===== src/rtl/zcal_pkg.sv =====
package zcal_pkg;
  typedef enum logic [1:0] {
    ST_OK   = 2'b00,
    ST_OVF  = 2'b01,
    ST_UNF  = 2'b10,
    ST_BUSY = 2'b11
  } seg_st_e;

  localparam int          NSEG      = 4;
  localparam logic [1:0]  MODE_DDR4 = 2'b01;
  localparam logic [1:0]  MODE_LP4  = 2'b10;
endpackage


===== src/rtl/zcal_segment.sv =====
module zcal_segment
  import zcal_pkg::*;
#(
  parameter int CODE_W = 6
) (
  input  logic              clk,
  input  logic              rst_n,
  input  logic              restart,
  input  logic              active,
  input  logic              cmp,
  output logic [CODE_W-1:0] code_o,
  output seg_st_e           st_o,
  output logic              fin_o,
  output logic              fin_err_o
);
  localparam logic [CODE_W-1:0] MID  = CODE_W'(1) << (CODE_W - 1);
  localparam logic [CODE_W-1:0] MAXC = {CODE_W{1'b1}};

  logic    have_prev_q, prev_q;
  logic    turn, at_top, at_bot, evaluating;

  assign evaluating = active && (st_o == ST_BUSY);
  assign turn       = have_prev_q && (cmp != prev_q);
  assign at_top     = cmp && (code_o == MAXC);
  assign at_bot     = !cmp && (code_o == '0);
  assign fin_o      = evaluating && (turn || at_top || at_bot);
  assign fin_err_o  = evaluating && !turn && (at_top || at_bot);

  always_ff @(posedge clk or negedge rst_n) begin
    if (!rst_n) begin
      code_o      <= MID;
      st_o        <= ST_BUSY;
      have_prev_q <= 1'b0;
      prev_q      <= 1'b0;
    end else if (restart) begin
      code_o      <= MID;
      st_o        <= ST_BUSY;
      have_prev_q <= 1'b0;
      prev_q      <= 1'b0;
    end else if (evaluating) begin
      if (turn)        st_o <= ST_OK;
      else if (at_top) st_o <= ST_OVF;
      else if (at_bot) st_o <= ST_UNF;
      else begin
        code_o      <= cmp ? code_o + CODE_W'(1) : code_o - CODE_W'(1);
        prev_q      <= cmp;
        have_prev_q <= 1'b1;
      end
    end
  end
endmodule


===== src/rtl/zcal_sat.sv =====
module zcal_sat
  import zcal_pkg::*;
#(
  parameter int CODE_W = 6,
  parameter int ADJ_W  = 4
) (
  input  logic [NSEG*CODE_W-1:0] codes_i,
  input  logic [NSEG*2-1:0]      st_i,
  input  logic [NSEG*ADJ_W-1:0]  adj_i,
  input  logic [1:0]             mode_i,
  output logic [3:0]             sat_o
);
  localparam int SW = CODE_W + 2;

  logic [NSEG-1:0] oor;

  for (genvar s = 0; s < NSEG; s++) begin : g_scale
    logic [ADJ_W-1:0] a;
    logic [SW-1:0]    scaled;
    assign a      = adj_i[s*ADJ_W +: ADJ_W];
    assign scaled = {2'b00, codes_i[s*CODE_W +: CODE_W]}
                  + {{(SW-ADJ_W){a[ADJ_W-1]}}, a};
    // below zero sets the sign bit, above the maximum sets the next bit
    assign oor[s] = (st_i[s*2 +: 2] != ST_BUSY) && (scaled[SW-1] || scaled[SW-2]);
  end

  logic ddr4_en, lp4_en;
  assign ddr4_en = (mode_i == MODE_DDR4);
  assign lp4_en  = (mode_i == MODE_LP4);

  assign sat_o[0] = oor[1] && lp4_en;   // drive pull-up
  assign sat_o[1] = oor[0] && ddr4_en;  // drive pull-down
  assign sat_o[2] = oor[3] && ddr4_en;  // termination pull-up
  assign sat_o[3] = oor[2] && lp4_en;   // termination pull-down
endmodule


===== src/rtl/zcal_seq.sv =====
module zcal_seq
  import zcal_pkg::*;
#(
  parameter int CODE_W = 6,
  parameter int ADJ_W  = 4
) (
  input  logic                   clk,
  input  logic                   rst_n,
  input  logic                   cal_start,
  input  logic                   cmp_in,
  input  logic [1:0]             mode_sel,
  input  logic [NSEG*ADJ_W-1:0]  adj_i,
  output logic [NSEG*CODE_W-1:0] code_o,
  output logic [13:0]            status_o
);
  localparam int IDX_W = $clog2(NSEG);
  localparam logic [IDX_W-1:0] LAST = IDX_W'(NSEG - 1);

  logic             busy_q, done_q, err_q;
  logic [IDX_W-1:0] act_q;
  logic [NSEG-1:0]  fin, fin_err;
  logic [NSEG*2-1:0] st_flat;
  logic [3:0]       sat;

  for (genvar s = 0; s < NSEG; s++) begin : g_seg
    seg_st_e st;
    logic    act;
    assign act = busy_q && (act_q == IDX_W'(s));
    zcal_segment #(.CODE_W(CODE_W)) u_seg (
      .clk       (clk),
      .rst_n     (rst_n),
      .restart   (cal_start),
      .active    (act),
      .cmp       (cmp_in),
      .code_o    (code_o[s*CODE_W +: CODE_W]),
      .st_o      (st),
      .fin_o     (fin[s]),
      .fin_err_o (fin_err[s])
    );
    assign st_flat[s*2 +: 2] = st;
  end

  always_ff @(posedge clk or negedge rst_n) begin
    if (!rst_n) begin
      busy_q <= 1'b0;
      act_q  <= '0;
      done_q <= 1'b0;
      err_q  <= 1'b0;
    end else if (cal_start) begin
      busy_q <= 1'b1;
      act_q  <= '0;
      done_q <= 1'b0;
      err_q  <= 1'b0;
    end else if (busy_q) begin
      if (|fin_err) err_q <= 1'b1;
      if (|fin) begin
        if (act_q == LAST) begin
          busy_q <= 1'b0;
          done_q <= 1'b1;
        end else begin
          act_q <= act_q + IDX_W'(1);
        end
      end
    end
  end

  zcal_sat #(.CODE_W(CODE_W), .ADJ_W(ADJ_W)) u_sat (
    .codes_i (code_o),
    .st_i    (st_flat),
    .adj_i   (adj_i),
    .mode_i  (mode_sel),
    .sat_o   (sat)
  );

  assign status_o = {sat, done_q, err_q, st_flat};
endmodule


===== config.mk =====
export PLATFORM = sky130hd
export DESIGN_NAME = zcal_seq
export DESIGN_NICKNAME = d
export VERILOG_FILES = /design/src/rtl/zcal_pkg.sv /design/src/rtl/zcal_segment.sv /design/src/rtl/zcal_sat.sv /design/src/rtl/zcal_seq.sv
export SDC_FILE = /design/constraint.sdc
export NUM_CORES = 1
export LEC_CHECK = 0
export CORE_ASPECT_RATIO = 0.5
export CORE_MARGIN = 8
export CORE_UTILIZATION = 37
export DETAILED_ROUTE_END_ITERATION = 10
export GPL_TIMING_DRIVEN = 0
export PLACE_DENSITY_LB_ADDON = 0.12
export SLEW_MARGIN = 20
export SYNTH_ARGS = -nofsm -noshare
export SYNTH_HDL_FRONTEND = slang
export SYNTH_SLANG_ARGS = --single-unit

===== constraint.sdc =====
create_clock -name clk -period 3.85 [get_ports clk]
set_input_delay 0.77 -clock clk [delete_from_list [all_inputs] [get_ports clk]]
set_output_delay 0.77 -clock clk [all_outputs]
set_load 0.01 [all_outputs]

==> reports/results.ini <==
[place]
placed_area_um2 = 4280
place.detailed.hpwl_mm = 7.16
gp_congestion = 0.789
port_buffer_cells = 58

[pwr]
power.leakage_nw = 2.15
peakVddDrop_mv = 0.176
pwr_density_cell_nw_per_um2 = 447

[hold_path]
hp-class = input port to async pin

[route]
drt-wirelength-per-cell_um = 16.5
drt_drc_violations_left = 0
detailroute.via_count = 2934
dr.first_iter.drc_count = 123
drt_first_pass_iters = 4
route.final.wire_length_mm = 9.17
ant_nets = 0
routed_via_density = 5.27

[worst_setup_path]
worst_ep_required_time_ns = 3.08
end_kind = output port
cp_data_arrival_time_ns = 2.96
critical_path_start_type = input port
timing_worst_setup_path_type = input port to output port
crit_fanout = 2

[global_route]
most_used_routing_layer_in_global_routing = met2
grt_remaining_overflow = 0
grt_pass1_wl_mm = 15.5
grt.met1_usage_pct = 18.5
globalRouteMet3Util_pct = 3.24
grt_start_max_net_pins = 32
grt_usage_pct = 14.6
first_global_vias = 3134
initial_antenna_violation_count = 0
met2_use_gr_pct = 24.8

[timing]
finalClockSkew_ns = 0.00437
hold_viol_final = 0
rsz0062_at_grt = false
slew-limit-headroom_pct = 61.7
timing.fmax_mhz = 268
min_period_over_period_pct = 96.9
period_needed_ns = 3.73
setup_viol = 0
worst_pin_slew_ns = 0.575
totalNegativeSetupSlack_ns = 0
drv_slew = 0

[logic_synthesis]
syn-cell-area_um2 = 3540
yosys_warnings = 0
synth_async_sr_flop_share_pct = 100
synth_edf_count = 0
post_synth_inst_count = 369
synthDominantCellAreaShare_pct = 23.3
ys_types = 47
synth.ff_latch_count = 45
netlist_top_cells_area = sky130_fd_sc_hd__dfrtp_1 23%, sky130_fd_sc_hd__ha_1 16%, sky130_fd_sc_hd__dfstp_2 8.9%
post_synthesis_sequential_area_ratio_pct = 32.3
syn-mean-instance-area_um2 = 9.59
postSynthNetCount = 439
yosys_most_used_dff = sky130_fd_sc_hd__dfrtp_1
netlist.top_cell.by_area = sky130_fd_sc_hd__dfrtp_1

[job]
maxCapViolations = 0

[clock_network]
clock_tree.root_cell = sky130_fd_sc_hd__clkbuf_16
htree_levels = 2
post_cts.repair.setup_buffers = 0
cts.sink_count = 45
worst_skew_pair_later_pin_latency_ns = 0.29
clock_tree_from_tritoncts = done
cts.clk_slew.worst_paths_ns = 0.06
count_of_hold_fix_buffers_inserted_at_cts = 0
cts_buffers = 5
max-clock-path-buffers = 2
ctsResizeCount = 1

[floorplan]
floorplan.initialDensity_pct = 37.8
die_area_um2 = 13100
placementRows = 25
fp.dieH_um = 85.1
core_area_um2 = 9350
die_width_um = 154
design.portCount = 60

[layout]
register_area_um2 = 1140
fillers = 864
multiInputGateArea_um2 = 2240
fin_nets = 505
area_growth_pct = 25.8
num_antenna_cells = 0
fin_area_um2 = 4450
layout-drive-gt1-share_pct = 11.7

[status]
outcome = finished, final reports clean

-- sequential cells by signal, summed over array words and instances, names as in the netlist --
| signal | flops |
|---|---|
| err_q | 1 |
| g_seg.u_seg.st_o | 8 |
| g_seg.u_seg.prev_q | 4 |
| g_seg.u_seg.code_o | 24 |
| busy_q | 1 |
| act_q | 2 |
| done_q | 1 |
| g_seg.u_seg.have_prev_q | 4 |
-- worst max-delay path: stages --
cell and delay [ns]:
sky130_fd_sc_hd__clkdlybuf4s50_1 0.41, sky130_fd_sc_hd__ha_1 0.29, sky130_fd_sc_hd__a31o_2 0.23, sky130_fd_sc_hd__a21o_1 0.17
sky130_fd_sc_hd__a21o_1 0.17, sky130_fd_sc_hd__a21oi_1 0.17, sky130_fd_sc_hd__o211a_1 0.20, sky130_fd_sc_hd__clkdlybuf4s50_1 0.55
-- layout make-up --
cell class,instances,share of cell area (%)
inverters,27,2.33
clock buffers,7,3.43
plain buffers,10,1.24
clock inverters,1,0.112
flip-flops and latches,45,25.6
multi-input cells,287,50.4
well taps,121,3.40
repair buffers,59,13.4
-- synth_stat cells, types with 9 or more instances --
master,number
sky130_fd_sc_hd__a21oi_1,30
sky130_fd_sc_hd__and4_1,9
sky130_fd_sc_hd__xnor2_1,20
sky130_fd_sc_hd__nand4_1,9
sky130_fd_sc_hd__ha_1,44
sky130_fd_sc_hd__inv_1,26
sky130_fd_sc_hd__a21o_1,25
sky130_fd_sc_hd__o21ai_0,13
sky130_fd_sc_hd__nand2_1,23
sky130_fd_sc_hd__dfstp_2,12
sky130_fd_sc_hd__nor2_1,25
sky130_fd_sc_hd__dfrtp_1,33
sky130_fd_sc_hd__mux2i_1,16
-- placed cells by master (no fill, tap or decap), types with 5 or more instances in the layout --
cell type / count
sky130_fd_sc_hd__a21oi_1: 28
sky130_fd_sc_hd__dfrtp_1: 33
sky130_fd_sc_hd__mux2i_1: 16
sky130_fd_sc_hd__clkbuf_16: 5
sky130_fd_sc_hd__nand4_1: 9
sky130_fd_sc_hd__o21ai_0: 13
sky130_fd_sc_hd__a21o_1: 25
sky130_fd_sc_hd__nor3_1: 7
sky130_fd_sc_hd__clkbuf_1: 5
sky130_fd_sc_hd__and4_1: 9
sky130_fd_sc_hd__ha_1: 44
sky130_fd_sc_hd__nand2_1: 23
sky130_fd_sc_hd__nand2b_1: 5
sky130_fd_sc_hd__nor2_1: 25
sky130_fd_sc_hd__inv_1: 26
sky130_fd_sc_hd__dfstp_2: 12
sky130_fd_sc_hd__xnor2_1: 20
sky130_fd_sc_hd__clkdlybuf4s50_1: 55
sky130_fd_sc_hd__a21oi_2: 5
-- layer usage --
layer	wire length (um)	vias up
met5	0	-
met1	4510	1418
met4	93	0
met3	306	9
li1	-	1465
met2	4260	42
-- through the flow --
stage / hold WS, ns / worst slack (ns) / util, % / power [W] / instances
floorplan: 0.474 / 0.976 / - / 0.00124 / 369
CTS: 0.407 / 0.0219 / 47.5 / 0.00201 / 557
global placement: 0.489 / 0.0561 / 45.6 / 0.00150 / 548
global route: 0.431 / 0.0115 / 47.6 / 0.00215 / 557
detailed placement: 0.494 / 0.00114 / 45.8 / 0.00154 / 549
finish: 0.396 / 0.117 / 47.6 / 0.00199 / 557
-- final timing paths --
path / slack (ns) / cells past startpoint / start / to
max in group asynchronous: 2.88 / 2 / rst_n / g_seg[3].u_seg.st_o[0]$_DFFE_PN1P_
min in group clk: 0.50 / 2 / g_seg[1].u_seg.st_o[0]$_DFFE_PN1P_ / g_seg[1].u_seg.st_o[0]$_DFFE_PN1P_
worst min register to register: 0.50 / 2 / g_seg[1].u_seg.st_o[0]$_DFFE_PN1P_ / g_seg[1].u_seg.st_o[0]$_DFFE_PN1P_
worst max register to register: 1.66 / 6 / g_seg[1].u_seg.code_o[5]$_DFFE_PN1P_ / act_q[0]$_DFFE_PN0P_
worst min-delay path: 0.40 / 1 / rst_n / g_seg[1].u_seg.code_o[3]$_DFFE_PN0P_
worst max-delay path: 0.12 / 8 / adj_i[9] / status_o[13]
-- where the power goes --
part	total (W)	internal [W]	switching [W]
combinational	0.000848	0.000426	0.000422
clock	0.000462	0.000275	0.000187
sequential	0.000681	0.000567	0.000114
total	0.00199	0.00127	0.000723
-- cells by family (layout without fill, tap and decap cells) --
kind of cell               Yosys count  in the layout  share of synthesized area [%]
AOI/OAI and AO/OA                   91             91                           17.2
buffers and inverters               37            104                           4.49
xor gates and xnor gates            24             24                           5.94
adders and majority gates           48             48                           17.8
muxes                               17             17                           4.85
and+or+nand+nor                    107            107                           17.4
DFF                                 45             45                           32.3
(Power assumes the default switching activity.)
